## src/rtl/nbt_pkg.sv

```systemverilog
package nbt_pkg;

    typedef enum logic [1:0] {
        CMD_IDLE,
        CMD_NEW,
        CMD_NEXT
    } cmd_kind_e;

    // Low two address bits of a burst beat
    function automatic logic [1:0] beat_lo(input logic [1:0] start,
                                           input logic [1:0] beat,
                                           input logic       ilv);
        return ilv ? (start ^ beat) : (start + beat);
    endfunction

endpackage

```

## src/rtl/nbt_burst.sv

```systemverilog
module nbt_burst import nbt_pkg::*; #(
    parameter int AW = 4
) (
    input  logic          clk,
    input  logic          rst_n,
    input  logic          ilv,
    input  cmd_kind_e     kind,
    input  logic [AW-1:0] start_addr,
    input  logic          start_write,
    output logic          active_o,
    output logic          write_o,
    output logic [AW-1:0] next_addr_o
);
    typedef struct packed {
        logic          active;
        logic          write;
        logic [AW-1:0] base;
        logic [1:0]    beat;
    } bst_t;

    bst_t st_d, st_q;
    logic [1:0] beat_nx;

    always_comb begin
        st_d    = st_q;
        beat_nx = st_q.beat + 2'd1;
        case (kind)
            CMD_NEW: begin
                st_d.active = 1'b1;
                st_d.write  = start_write;
                st_d.base   = start_addr;
                st_d.beat   = 2'd0;
            end
            CMD_NEXT: st_d.beat = beat_nx;
            default:  st_d.active = 1'b0;
        endcase
    end

    always_ff @(posedge clk or negedge rst_n) begin
        if (!rst_n) st_q <= '0;
        else        st_q <= st_d;
    end

    assign active_o    = st_q.active;
    assign write_o     = st_q.write;
    assign next_addr_o = {st_q.base[AW-1:2], beat_lo(st_q.base[1:0], beat_nx, ilv)};

endmodule

```

## src/rtl/nbt_mem.sv

```systemverilog
module nbt_mem #(
    parameter int AW = 4,
    parameter int NB = 4,
    parameter int BW = 9,
    localparam int DW = NB * BW,
    localparam int DEPTH = 1 << AW
) (
    input  logic          clk,
    input  logic          rst_n,
    input  logic          wr_en,
    input  logic [AW-1:0] wr_addr,
    input  logic [NB-1:0] wr_be,
    input  logic [DW-1:0] wr_data,
    input  logic [AW-1:0] rd_addr,
    output logic [DW-1:0] rd_data
);
    logic [DW-1:0] mem_d [DEPTH];
    logic [DW-1:0] mem_q [DEPTH];

    always_comb begin
        mem_d = mem_q;
        if (wr_en) begin
            for (int i = 0; i < NB; i++) begin
                if (wr_be[i]) mem_d[wr_addr][i*BW +: BW] = wr_data[i*BW +: BW];
            end
        end
    end

    always_ff @(posedge clk or negedge rst_n) begin
        if (!rst_n) begin
            for (int k = 0; k < DEPTH; k++) mem_q[k] <= '0;
        end else begin
            mem_q <= mem_d;
        end
    end

    assign rd_data = mem_q[rd_addr];

endmodule

```

## src/rtl/nbt_sram.sv

```systemverilog
module nbt_sram import nbt_pkg::*; #(
    parameter int AW = 4,
    parameter int NB = 4,
    parameter int BW = 9,
    localparam int DW = NB * BW
) (
    input  logic          clk,
    input  logic          rst_n,
    input  logic          pipe_mode,
    input  logic          burst_ilv,
    input  logic          sel_a,
    input  logic          sel_b,
    input  logic          sel_c,
    input  logic          we,
    input  logic          adv,
    input  logic          sleep,
    input  logic          oe,
    input  logic [AW-1:0] addr,
    input  logic [NB-1:0] be,
    input  logic [DW-1:0] wdata,
    output logic          rd_on,
    output logic [DW-1:0] rdata
);
    typedef struct packed {
        logic          valid;
        logic          write;
        logic [AW-1:0] addr;
        logic [NB-1:0] be;
    } stage_t;

    typedef struct packed {
        stage_t        c1;   // accepted at the last edge
        stage_t        c2;   // accepted one edge before that
        logic          rv;   // registered read valid
        logic [DW-1:0] rd;   // registered read word
    } ctl_t;

    ctl_t          st_d, st_q;
    cmd_kind_e     kind;
    logic          b_active, b_write;
    logic [AW-1:0] b_next;
    stage_t        wr_stage;
    logic          mem_we;
    logic [DW-1:0] mem_rd, merged;
    logic          flow_v;

    // Signals observed by the bound checker
    logic          c1_valid, c1_write, rv_hold;
    logic [AW-1:0] c1_addr;

    nbt_burst #(.AW(AW)) u_burst (
        .clk         (clk),
        .rst_n       (rst_n),
        .ilv         (burst_ilv),
        .kind        (kind),
        .start_addr  (addr),
        .start_write (we),
        .active_o    (b_active),
        .write_o     (b_write),
        .next_addr_o (b_next)
    );

    nbt_mem #(.AW(AW), .NB(NB), .BW(BW)) u_mem (
        .clk     (clk),
        .rst_n   (rst_n),
        .wr_en   (mem_we),
        .wr_addr (wr_stage.addr),
        .wr_be   (wr_stage.be),
        .wr_data (wdata),
        .rd_addr (st_q.c1.addr),
        .rd_data (mem_rd)
    );

    always_comb begin
        // command decode
        if (sleep)                     kind = CMD_IDLE;
        else if (adv)                  kind = b_active ? CMD_NEXT : CMD_IDLE;
        else if (sel_a & sel_b & sel_c) kind = CMD_NEW;
        else                           kind = CMD_IDLE;

        st_d          = st_q;
        st_d.c1.valid = (kind != CMD_IDLE);
        st_d.c1.write = (kind == CMD_NEW) ? we : b_write;
        st_d.c1.addr  = (kind == CMD_NEW) ? addr : b_next;
        st_d.c1.be    = be;
        st_d.c2       = st_q.c1;

        // late write: data arrives one or two edges after its address
        wr_stage = pipe_mode ? st_q.c2 : st_q.c1;
        mem_we   = wr_stage.valid & wr_stage.write;

        // forward a write completing at this edge into the registered read
        merged = mem_rd;
        if (pipe_mode && st_q.c2.valid && st_q.c2.write && st_q.c2.addr == st_q.c1.addr) begin
            for (int i = 0; i < NB; i++) begin
                if (st_q.c2.be[i]) merged[i*BW +: BW] = wdata[i*BW +: BW];
            end
        end

        st_d.rv = pipe_mode & st_q.c1.valid & ~st_q.c1.write;
        st_d.rd = st_d.rv ? merged : '0;
    end

    always_ff @(posedge clk or negedge rst_n) begin
        if (!rst_n) st_q <= '0;
        else        st_q <= st_d;
    end

    assign flow_v   = ~pipe_mode & st_q.c1.valid & ~st_q.c1.write;
    assign rd_on    = oe & (pipe_mode ? st_q.rv : flow_v);
    assign rdata    = rd_on ? (pipe_mode ? st_q.rd : mem_rd) : '0;

    assign c1_valid = st_q.c1.valid;
    assign c1_write = st_q.c1.write;
    assign c1_addr  = st_q.c1.addr;
    assign rv_hold  = st_q.rv;

endmodule

```

## config.mk

```make
export PLATFORM = sky130hd
export DESIGN_NAME = nbt_sram
export DESIGN_NICKNAME = d
export VERILOG_FILES = /design/src/rtl/nbt_pkg.sv /design/src/rtl/nbt_burst.sv /design/src/rtl/nbt_mem.sv /design/src/rtl/nbt_sram.sv
export SDC_FILE = /design/constraint.sdc
export NUM_CORES = 1
export LEC_CHECK = 0
export ABC_AREA = 1
export BUFFER_PORTS_ARGS = -buffer_cell sky130_fd_sc_hd__buf_4
export CAP_MARGIN = 20
export CORE_UTILIZATION = 50
export DETAILED_ROUTE_END_ITERATION = 8
export PLACE_DENSITY = 0.69
export SYNTH_ARGS = -nofsm -noshare
export SYNTH_HDL_FRONTEND = slang
export SYNTH_HIERARCHICAL = 1
export SYNTH_SLANG_ARGS = --single-unit
```

## constraint.sdc

```tcl
create_clock -name clk -period 1.8 [get_ports clk]
set_clock_uncertainty 0.05 [all_clocks]
set_input_delay 0.09 -clock clk [delete_from_list [all_inputs] [get_ports clk]]
set_output_delay 0.09 -clock clk [all_outputs]
set_load 0.005 [all_outputs]
```

==> metrics, run 1 <==
Synth Instances 4260; die height 254 um; Cell Area, Synth 31800 um2; Rows 92; final hold vios 0; starting density of the core 50.4%; gr usage total 30.8%; Final Wtd Congestion 0.876; Area contributors post-synth dfrtp_1 (51%), nand2_1 (17%), o21ai_0 (9.1%), nand3_1 (6.8%), inv_1 (6.2%); final setup fails 650; area grow syn2layout 24.2%; Clk Latency, worst-skew pair 600 ps; reg2reg end st_q[19]; half-perimeter wire length after detailed placement 61500 um; Commonest cells post-synth nand2_1 (1475), dfrtp_1 (641), o21ai_0 (575); slew at the pin closest to its max-slew limit 787 ps; DP Worst Slack -430 ps; Layout Nets 4538; Core ar. 63000 um2; ant diodes 0; CP Capture Type primary output; Leak 18.8 nW; Die Area 64500 um2; Max Clk Rate 0.356 GHz; max-slew violation count 0; Root Buffer clkbuf_16; CP Launch Point c1_addr[0]; Synth area leader dfrtp_1; final WL 98700 um; routed vias/inst 5.42; Worst VDD drop 0.656 mV; antenna-violating nets left 0; Core Util, Final 62.6%; Worst EP required 1660 ps; Syn Area/Cell 7.45 um2; Power Density 1010 nW/um2; detailed-route DRC error count 0; top cell type's share of synthesized area 50.5%; die width 254 um; crit path capture rdata[0]; drt first-iter violations 3178; clk buf depth 3; post-synthesis sequential area ratio 50.5%; reg2reg setup slack -410 ps; RR Startpoint c1_addr[0]; DR WL/cell 18.4 um; FF+latch count, synth 641; Slew headroom 47.5%; Synth async-reset ratio 100%; MaxCap Viol Count 0; failing checks setup timing; largest net degree at the start of global routing 74; EDFF count, synth 0; warnings from Yosys 6; syn nets 4318; Reg2Reg Depth 13; H-tree levels 3; PnR worst setup slack -1010 ps; I/O pin count 92; Clock Sinks 641; CP Class reg -> out; crit share post-route 156%; initial antenna violation count 1; top_reg_cell synth dfrtp_1; most frequent cell after synthesis nand2_1; CTS tree done; type of origin of the critical path flip-flop; CTS buffer count 68; grt total ovfl 0; status finished, violations left; routed via count 29100; first-pass GRT wire length 154000 um; crit-path max FO 20; I/O Buffers 91; Final min period 2810 ps; hold crit path type in -> reg; vias in the first global route 26900; share of cells above drive strength 1 15.8%; DRT Pass-1 Iters 6; total negative setup slack -210680 ps; Crit path arrival time 2670 ps; fillers 5292; RSZ-0062 raised after global routing yes; Reg clk slew, reported paths 60 ps; Cell variety after synth 27
-- sequential cells by signal, summed over array words and instances (netlist names), 2 cells and up --
register and count:
c1_addr 4, st_d 4, st_q 46, u_burst/next_addr_o 2
u_burst/st_q 4, u_mem/mem_q 576
-- layout make-up --
type,instances,area (um2),share of cell area (%)
clock buffers,103,2060,5.22
clock inverters,10,53.8,0.136
inverters,544,2070,5.24
multi-input cells,2819,13400,33.9
flip-flops and latches,641,16100,40.7
well taps,846,1060,2.69
repair buffers,406,4770,12.1
-- metal layers --
metal,share of wire (%),vias up,GRT usage [%]
li1,-,13800,-
met1,43,13900,43.6
met2,46,1251,47.8
met3,8.6,196,5.02
met4,3.0,2,10.7
met5,0.013,-,0
-- cells by family after synthesis --
group	after synthesis	share of synthesized area (%)
AOI/OAI and AO/OA	696	11.0
adders and majority gates	3	0.118
buffers and inverters	802	10.1
and+or+nand+nor	2118	28.2
DFF	641	50.5
-- what timing repair did --
item	CTS	global route
hold buffers	54	0
cloned	11	3
endpoints found under the hold margin	847	0
setup endpoints to repair	649	650
buffers inserted	21	2
resized for setup	249	38
pin swaps	41	0
-- placed cells by master (no fill, tap or decap), drive strengths merged --
master,Yosys,final
o21ai,623,623
nor2,95,95
clkbuf,125,106
clkinv,1,10
nor3,1,1
a21oi,71,71
dlygate4sd3,0,54
nand2,1551,1553
o22ai,1,1
ha,3,3
buf,133,347
a22o,1,1
inv,543,544
bufbuf,0,2
dfrtp,641,641
nand4,36,36
nand3,435,435
-- power by group --
group	switching, W	total [W]	internal [W]
sequential	0.000235	0.0150	0.0147
combinational	0.00724	0.0113	0.00404
clock	0.00578	0.0136	0.00784
total	0.0132	0.0399	0.0266
-- critical path: stages, from the launching register on --
cell       delay, ps
dfrtp_4          560
inv_12           150
buf_4            150
clkbuf_16        180
nand2_1           60
nand3_1          100
nand3_1          110
nand3_2          110
nand2_2           90
inv_1             80
nor2_1            40
a21oi_1          210
nor2_1            70
buf_4            140
-- worst min-delay path by stage --
stage / end / slack [ps] / depth (start not counted) / start
after floorplan: c1_addr[0] / -260 / 0 / rst_n
after global placement: st_q[3] / -60 / 1 / rst_n
after detailed placement: st_q[4] / -60 / 1 / rst_n
after CTS: rv_hold / 20 / 4 / pipe_mode
after global routing: rv_hold / 50 / 4 / pipe_mode
final: rv_hold / 50 / 4 / pipe_mode
-- stage by stage --
step	hold WS (ps)	power (W)	area, um2	cells
after detailed placement	-61.1	0.0247	35100	5166
after global placement	-60.0	0.0246	35100	5166
after CTS	17.9	0.0394	39100	5363
after floorplan	-256	0.0204	31800	4260
final	47.7	0.0399	39400	5369
after global routing	46.8	0.0414	39400	5369
(Power assumes the default switching activity.)
==> run 2: changes to the inputs <==
--- a/config.mk
+++ b/config.mk
@@ -13,2 +13,3 @@
 export PLACE_DENSITY = 0.69
+export SLEW_MARGIN = 15
 export SYNTH_ARGS = -nofsm -noshare
==> constraint.sdc (replaced) <==
create_clock -name clk -period 1.8 [get_ports clk]
set_clock_uncertainty 0.05 [all_clocks]
set_input_delay 0.18 -clock clk [delete_from_list [all_inputs] [get_ports clk]]
set_output_delay 0.18 -clock clk [all_outputs]
set_load 0.005 [all_outputs]
==> run 2 against run 1 <==
Effect of this change: the flow finishes with violations (hold timing, setup timing); via count is 0.47% lower; die area stayed put; final cell count hardly changed; design area is 1.5% higher; critical path type unchanged; largest cell class unchanged.
==> metrics, run 2 (same netlist as run 1, synthesis figures left out) <==
CP Class reg -> out; Top reg by flops u_mem/mem_q; drt first-iter violations 3092 (-2.7%); Worst VDD drop 0.697 mV (+6.3%); most frequent cells in the layout nand2_1 (1430), dfrtp_1 (637), o21ai_0 (548), inv_1 (505), nand3_1 (333); routed via count 29000 (-0.47%); most common cell after layout, fill and taps aside nand2_1; Clock Sinks 641 (unchanged); Power Density 1010 nW/um2 (about the same); placed instance area 35600 um2 (+1.5%); final setup fails 650 (unchanged); vias in the first global route 26600 (-1.1%); Sequential Area 16100 um2 (about the same); sequential share of power 37.0% (-0.5 points); crit share post-route 160% (+4.4 points); max-slew violation count 0 (unchanged); ant diodes 0 (unchanged); clock power share 34.1% (about the same); status finished, violations left; H-tree levels 3 (unchanged); antenna-violating nets left 0 (unchanged); detailed-route DRC error count 0 (unchanged); Root Buffer clkbuf_16; die height 254 um (unchanged); Comb power frac 28.9% (+0.6 points); hold crit path type in -> async; Max stage delay on crit path 590 ps (+30 ps); CP bufs+invs 6 (+1); area grow syn2layout 26.1%; sw frac 33.2% (-0.038 points); Reg2Reg Depth 12 (-1); gr usage total 29.0% (-1.8 points); share of cells above drive strength 1 17.2% (+1.4 points); crit-path max FO 6 (-70%); DRT Pass-1 Iters 7 (+1); PnR worst setup slack -1090 ps (-79.5 ps); Clk Latency, worst-skew pair 620 ps (+20 ps); MaxCap Viol Count 0 (unchanged); Rows 92 (unchanged); RR Startpoint c1_addr[0]; failing checks hold timing, setup timing; Reg clk slew, reported paths 60 ps (about the same); Slew headroom 42.2% (-5.2 points); final WL 96200 um (-2.6%); starting density of the core 50.4% (unchanged); fillers 5288 (-0.076%); I/O Buffers 91 (unchanged); RSZ-0062 raised after global routing yes; top flop regs u_mem/mem_q: 576 flops, st_q: 46 flops; CP top delay family buffers and inverters; sw power 0.0134 W (+1.3%); first-pass GRT wire length 147000 um (-4.5%); Final min period 2890 ps (+79.5 ps); Crit path arrival time 2660 ps (about the same); clk buf depth 3 (unchanged); half-perimeter wire length after detailed placement 61500 um (about the same); reg2reg setup slack -350 ps (+60 ps); Max Clk Rate 0.347 GHz (-2.8%); CP Cell Sequence inv_12 > buf_4 > buf_12 > nand2_1 > nand2_1 > nand2_1 > nand3_2 > nand3_4 > nand2_4 > inv_1 > nor2_1 > a21oi_1 > buf_4 > nor2_2 > buf_4; area taken by multi-input logic gates 13400 um2 (+0.60%); Final Wtd Congestion 0.883 (+0.78%); Core ar. 63000 um2 (unchanged); Layout Nets 4533 (-0.11%); I/O pin count 92 (unchanged); slew at the pin closest to its max-slew limit 866 ps (+78.6 ps); type of origin of the critical path flip-flop; Die Area 64500 um2 (unchanged); Largest register FFs 576 (unchanged); fin area 40000 um2 (+1.5%); routed vias/inst 5.39 (-0.54%); largest net degree at the start of global routing 68 (-8.1%); CTS buffer count 69 (+1.5%); initial antenna violation count 1 (unchanged); slowest CP cell dfrtp_4; CTS tree done; reg2reg end st_q[13]; Leak 19.0 nW (+1.3%); Power Internal 0.0270 W (+1.5%); grt total ovfl 0 (unchanged); Worst EP required 1570 ps (-90 ps); CP Capture Type primary output; DR WL/cell 17.9 um (-2.7%); die width 254 um (unchanged); WHS -2.10 ps (-49.8 ps); final hold vios 1 (+1)
-- run 2: changes by cell type in the layout (fill, tap and decap cells not counted), moves of 8 or more --
cell | before | now
inv_1 | 520 | 505
clkbuf_16 | 74 | 82
o21ai_1 | 84 | 67
buf_4 | 222 | 183
o21ai_0 | 535 | 548
nand3_2 | 76 | 98
inv_2 | 20 | 33
nor2_2 | 2 | 21
nor2_1 | 75 | 54
buf_12 | 88 | 121
nand2_2 | 93 | 101
nand3_1 | 353 | 333
-- run 2: routing by layer --
metal,vias to the layer above,part of all wire (%),global-route usage (%)
met3,156,7.2,3.98
met4,2,2.3,9.71
li1,13800,-,-
met1,13900,43,40.4
met2,1168,47,46.5
met5,-,0.019,0
-- run 2: area by class of cell --
class / count / area share (%)
clock buffer: 102 / 4.87
clock inverter: 21 / 0.581
inverter: 544 / 5.18
multi-input combinational: 2817 / 33.6
sequential: 641 / 40.1
tap: 846 / 2.64
timing repair buffer: 401 / 13.0
timing repair inverter: 1 / 0.0281
-- run 2: power by group through the flow --
stage	Sequential [W]	Clock, W	Combinational [W]
after floorplan	0.0151	0	0.00535
after global placement	0.0152	0	0.00949
after detailed placement	0.0152	0	0.00956
after CTS	0.0150	0.0140	0.0102
after global routing	0.0150	0.0146	0.0125
final	0.0150	0.0138	0.0117
-- run 2: worst max path at each step --
stage,start,endpoint,slack [ps],cells past startpoint
final,c1_addr[0],rdata[33],-1090,15
after global routing,c1_addr[0],rdata[13],-1190,13
after CTS,c1_addr[0],rdata[1],-1080,14
after detailed placement,c1_addr[0],rdata[12],-460,13
after global placement,c1_addr[0],rdata[12],-460,13
after floorplan,c1_addr[1],st_q[13],-30,12
-- run 2: repair_timing --
| item | in CTS | in global routing |
|---|---|---|
| endpoints found under the setup margin | 649 | 650 |
| hold buffers | 54 | 0 |
| cloned | 4 | 16 |
| pin swaps | 15 | 48 |
| gates resized for setup | 94 | 207 |
| buffers inserted | 4 | 8 |
| endpoints found under the hold margin | 691 | 0 |
-- run 2: metrics by stage --
| stage | std cells | TNS, ps | power [W] | utilization [%] | setup WS [ps] |
|---|---|---|---|---|---|
| after floorplan | 4260 | -1620 | 0.0205 | - | -29.9 |
| after global placement | 5167 | -137290 | 0.0247 | 56.6 | -462 |
| after detailed placement | 5167 | -147710 | 0.0248 | 56.6 | -455 |
| after CTS | 5352 | -151540 | 0.0392 | 61.7 | -1080 |
| after global routing | 5373 | -241970 | 0.0421 | 63.6 | -1190 |
| final | 5373 | -188510 | 0.0404 | 63.6 | -1090 |
